**config.mk**
```make
export PLATFORM = sky130hd
export DESIGN_NAME = dual_addr_latch
export DESIGN_NICKNAME = d
export VERILOG_FILES = /design/src/rtl/dual_addr_latch_pkg.sv /design/src/rtl/dal_mode_decode.sv /design/src/rtl/dal_addr_decode.sv /design/src/rtl/dal_bank.sv /design/src/rtl/dual_addr_latch.sv
export SDC_FILE = /design/constraint.sdc
export NUM_CORES = 1
export LEC_CHECK = 0
export BUFFER_PORTS_ARGS = -buffer_cell sky130_fd_sc_hd__buf_2
export CAP_MARGIN = 10
export CELL_PAD_IN_SITES_DETAIL_PLACEMENT = 0
export CELL_PAD_IN_SITES_GLOBAL_PLACEMENT = 1
export CORE_UTILIZATION = 25
export CTS_BUF_LIST = sky130_fd_sc_hd__clkbuf_8
export DETAILED_ROUTE_END_ITERATION = 8
export GPL_TIMING_DRIVEN = 1
export HOLD_SLACK_MARGIN = 0.15
export PLACE_DENSITY_LB_ADDON = 0.1
export SYNTH_ARGS = -nofsm -noshare
export SYNTH_HDL_FRONTEND = slang
export SYNTH_SLANG_ARGS = --single-unit
export TNS_END_PERCENT = 1
```
**constraint.sdc**
```tcl
create_clock -name clk -period 0.8 [get_ports clk]
set_clock_uncertainty 0.1 [all_clocks]
set_input_delay 0.16 -clock clk [delete_from_list [all_inputs] [get_ports clk]]
set_output_delay 0.16 -clock clk [all_outputs]
set_load 0.005 [all_outputs]
```
**src/rtl/dual_addr_latch_pkg.sv**
```systemverilog
package dual_addr_latch_pkg;
  typedef enum logic [1:0] {
    MODE_CLEAR = 2'd0,
    MODE_HOLD  = 2'd1,
    MODE_LATCH = 2'd2,
    MODE_DEMUX = 2'd3
  } bank_mode_e;
endpackage

```
**src/rtl/dal_mode_decode.sv**
```systemverilog
module dal_mode_decode
  import dual_addr_latch_pkg::*;
(
  input  logic       en_n,
  input  logic       clr_n,
  output bank_mode_e mode
);
  always_comb begin
    unique case ({en_n, clr_n})
      2'b10:   mode = MODE_CLEAR;
      2'b11:   mode = MODE_HOLD;
      2'b01:   mode = MODE_LATCH;
      default: mode = MODE_DEMUX;
    endcase
  end
endmodule

```
**src/rtl/dal_addr_decode.sv**
```systemverilog
module dal_addr_decode #(
  parameter int ADDR_W = 2,
  localparam int LANES = 1 << ADDR_W
) (
  input  logic              clk,
  input  logic              rst,
  input  logic [ADDR_W-1:0] addr,
  output logic [LANES-1:0]  sel
);
  for (genvar i = 0; i < LANES; i++) begin : g_lane
    assign sel[i] = (addr == ADDR_W'(i));
  end

  AST_SEL_ONEHOT: assert property (@(posedge clk) disable iff (rst)
    $countones(sel) == 1) else $error("select not one-hot");
endmodule

```
**src/rtl/dal_bank.sv**
```systemverilog
module dal_bank
  import dual_addr_latch_pkg::*;
#(
  parameter int LANES = 4
) (
  input  logic             clk,
  input  logic             rst,
  input  bank_mode_e       mode,
  input  logic [LANES-1:0] sel,
  input  logic             din,
  output logic [LANES-1:0] q
);
  logic [LANES-1:0] din_rep;
  assign din_rep = {LANES{din}};

  always_ff @(posedge clk) begin
    if (rst) begin
      q <= '0;
    end else begin
      unique case (mode)
        MODE_CLEAR: q <= '0;
        MODE_HOLD:  q <= q;
        MODE_LATCH: q <= (q & ~sel) | (sel & din_rep);
        MODE_DEMUX: q <= sel & din_rep;
        default:    q <= q;
      endcase
    end
  end

  AST_RESET_ZERO: assert property (@(posedge clk)
    rst |=> (q == '0)) else $error("reset did not zero bank");
  AST_CLEAR_ZERO: assert property (@(posedge clk) disable iff (rst)
    (mode == MODE_CLEAR) |=> (q == '0)) else $error("clear left bits set");
  AST_HOLD_STABLE: assert property (@(posedge clk) disable iff (rst)
    (mode == MODE_HOLD) |=> $stable(q)) else $error("memory mode changed bits");
  AST_UNSEL_KEPT: assert property (@(posedge clk) disable iff (rst)
    (mode == MODE_LATCH) |=> (((q ^ $past(q)) & ~$past(sel)) == '0))
    else $error("unaddressed bit changed");
  AST_SEL_FOLLOWS: assert property (@(posedge clk) disable iff (rst)
    (mode == MODE_LATCH || mode == MODE_DEMUX) |=> ((|(q & $past(sel))) == $past(din)))
    else $error("addressed bit missed data");
  AST_DEMUX_SINGLE: assert property (@(posedge clk) disable iff (rst)
    (mode == MODE_DEMUX) |=> $onehot0(q)) else $error("demux drove extra bits");
endmodule

```
**src/rtl/dual_addr_latch.sv**
```systemverilog
module dual_addr_latch
  import dual_addr_latch_pkg::*;
#(
  parameter int ADDR_W = 2,
  localparam int LANES = 1 << ADDR_W
) (
  input  logic              clk,
  input  logic              rst,
  input  logic [ADDR_W-1:0] addr,
  input  logic              en_n,
  input  logic              clr_n,
  input  logic              da,
  input  logic              db,
  output logic [LANES-1:0]  qa,
  output logic [LANES-1:0]  qb
);
  localparam int NBANK = 2;

  bank_mode_e       mode;
  logic [LANES-1:0] sel;
  logic [NBANK-1:0] din;
  logic [LANES-1:0] q_bus [NBANK];

  assign din = {db, da};

  dal_mode_decode u_mode (
    .en_n  (en_n),
    .clr_n (clr_n),
    .mode  (mode)
  );

  dal_addr_decode #(.ADDR_W(ADDR_W)) u_addr (
    .clk  (clk),
    .rst  (rst),
    .addr (addr),
    .sel  (sel)
  );

  for (genvar b = 0; b < NBANK; b++) begin : g_bank
    dal_bank #(.LANES(LANES)) u_bank (
      .clk  (clk),
      .rst  (rst),
      .mode (mode),
      .sel  (sel),
      .din  (din[b]),
      .q    (q_bus[b])
    );
  end

  assign qa = q_bus[0];
  assign qb = q_bus[1];

  AST_BANKS_SHARE_CLEAR: assert property (@(posedge clk) disable iff (rst)
    (!en_n && !clr_n) |=> ($countones(qa) <= 1 && $countones(qb) <= 1))
    else $error("bank outputs disagree with shared mode");
endmodule

```
==> metrics.md <==
| Metric | Value |
|---|---|
| Worst slew pin tran | 0.165 ns |
| Largest net degree at the start of global routing | 11 |
| Routed vias | 297 |
| F_max | 1100 MHz |
| Most common cell after layout, fill and taps aside | buf_2 |
| Initial Utilization | 26.9% |
| Placed instance count | 62 |
| ANT cells | 0 |
| Post-Syn Instances | 31 |
| Final RePlAce weighted congestion | 0.608 |
| CP peak stage delay | 0.31 ns |
| Largest Register | g_bank.u_bank.q |
| DP Worst Slack | -0.234 ns |
| Failing checks | setup timing |
| First-pass GRT wire length | 1080 um |
| 1st-pass router iterations | 1 |
| Synthesis Warnings | 0 |
| CP delay by family, top | flip-flops |
| Clock slew at reported path FFs | 0.04 ns |
| Clock Sinks | 8 |
| Comb power frac | 9.8% |
| Clk buf depth | 2 |
| GRT Residual Overflow | 0 |
| Slowest library cell on the worst path | dfxtp_2 |
| Mean Syn Cell Area | 11.3 um^2 |
| Worst Path Arrival | 0.65 ns |
| # rows | 13 |
| Worst setup margin | -0.112 ns |
| Tot GR Track Use | 11.3% |
| DP Area | 455 um^2 |
| Syn Std Cell Area | 350 um^2 |
| Area Growth Syn to Fin | 51.1% |
| Clk_lat worst skew | 0.22 ns |
| Hold WS | 0.159 ns |
| Met3 usage | 3.41% |
| Maximum VDD drop | 0.672 mV |
| Clock power frac | 47.8% |
| Min cycle time layout | 0.912 ns |
| Tcrit/Tclk final | 114% |
| Worst Path Class, Setup | reg -> out |
| Worst Hold Class | in -> reg |
| Num CTS Buffers | 3 |
| Crit start category | register |
| Initial antenna violation count | 0 |
| Htree depth | 1 |
| Pwr per Cell Area | 1860 mW/mm^2 |
| Psw | 193 uW |
| RSZ-0062 raised after global routing | yes |
| Clk root buf | clkbuf_8 |
| Cell area after layout | 529 um^2 |
| Register-to-Register Path Depth | 2 |
| CTS tree | yes |
| Final Core Density | 40.7% |
| DRC Markers | 0 |
| Detailed placement HPWL | 586 um |
| Switching share of total power | 19.6% |
| GRT busiest layer | met2 |
| Endpoints failing setup | 8 |
| I/O pin count | 16 |
| Max-slew violation count | 0 |
| Most frequent cells in the layout | 12 x buf_2, 9 x nand3b_1, 8 x mux2i_1 |
| Critical path capture point type | primary output |
| Total Power | 984 uW |
| Met2 usage | 17.2% |
| Final wirelength | 801 um |
| Cell Int Power | 791 uW |
| DR WL/cell | 12.3 um |
| Post-route insts no fill | 65 |
| Final ANT Viol Nets | 0 |
| Library cells used by synthesis | 7 |
| Horiz. Die Dim | 39.4 um |
| Number of global-route vias before repair | 250 |
| Sequential fraction of the synthesis area | 45.7% |
| Port buffer count | 15 |
| Outcome | finished with violations |
| Sequential share of power | 42.4% |
| Layout cells sized above 1 | 58.0% |
| Die H | 39.4 um |
| Initial DRC Count | 0 |
| Max Cap Viol | 0 |
| Core footprint | 0.00130 mm^2 |
| # hold bufs at CTS | 0 |
| Vias/cell | 4.57 |
| FF+latch count, synth | 8 |
| LEAKAGE | 0.246 nW |
| Met1 Usage GRT | 12.3% |
| Worst path cell trace | buf_2 |
| Die ar. | 0.00156 mm^2 |
| Post-layout net count | 60 |
| Critical path fanouts, max | 2 |
| Top flop regs | g_bank.u_bank.q x8 |
| Levels on crit path | 1 |
| Hold Crit Depth | 3 |
| Final Hold Viols | 0 |
| Max transition margin | 89.0% |
| Buf/Inv on CP | 1 |
| Req. time, crit path | 0.54 ns |
| Mapped Nets | 39 |
| Max FFs per register | 8 |
| TNS Setup | -0.849 ns |
per-layer routing:
layer / up-vias / wire length [um]
met5: - / 0
met4: 0 / 11
met3: 2 / 27
met2: 5 / 432
met1: 139 / 330
li1: 151 / -
layout make-up:
type / instances / area, um^2
Fill cell: 138 / 772
Clock buffer: 3 / 41.3
Multi-Input combinational cell: 22 / 191
Tap cell: 15 / 18.8
Sequential cell: 8 / 169
Timing Repair Buffer: 17 / 109
final timing paths:
kind / startpoint / endpoint / slack, ns
hold reg to reg: g_bank[0].u_bank.q[2]$_SDFFE_PP0P_ / g_bank[0].u_bank.q[2]$_SDFFE_PP0P_ / 0.38
setup / recovery: g_bank[1].u_bank.q[2]$_SDFFE_PP0P_ / qb[2] / -0.11
setup reg to reg: g_bank[0].u_bank.q[0]$_SDFFE_PP0P_ / g_bank[0].u_bank.q[0]$_SDFFE_PP0P_ / 0.09
hold / removal: en_n / g_bank[0].u_bank.q[0]$_SDFFE_PP0P_ / 0.16
tightest hold or removal path: cells and delay by family:
kind	cells	cell delay, ns
buf+inv	1	0.08
mux	1	0.07
simple gates	1	0.12
synth_stat cells:
library cell / count / area, um^2
or3_4: 1 / 11.3
dfxtp_1: 8 / 160
clkbuf_1: 1 / 3.75
nand3b_1: 9 / 67.6
nor3b_1: 2 / 15.0
nand2b_1: 2 / 12.5
mux2i_1: 8 / 80.1
repair_timing:
action                     CTS  global route
setup buffers                0             0
setup endpoints to repair    8            11
cloned                       0             0
resized for setup            7             5
cell families after synthesis:
family                 synth area share [%]
flip-flops                             45.7
AND/OR/NAND/NOR                        30.4
buffers and inverters                  1.07
multiplexers                           22.9
power groups by stage:
stage	registers, mW	logic (mW)	clock network [mW]
6_report	0.417	0.0966	0.471
3_3_place_gp	0.421	0.0875	0
3_5_place_dp	0.421	0.0897	0
5_1_grt	0.417	0.105	0.512
2_1_floorplan	0.422	0.0422	0
4_1_cts	0.416	0.0898	0.489
Note: power is estimated with default switching activity, not from simulation.
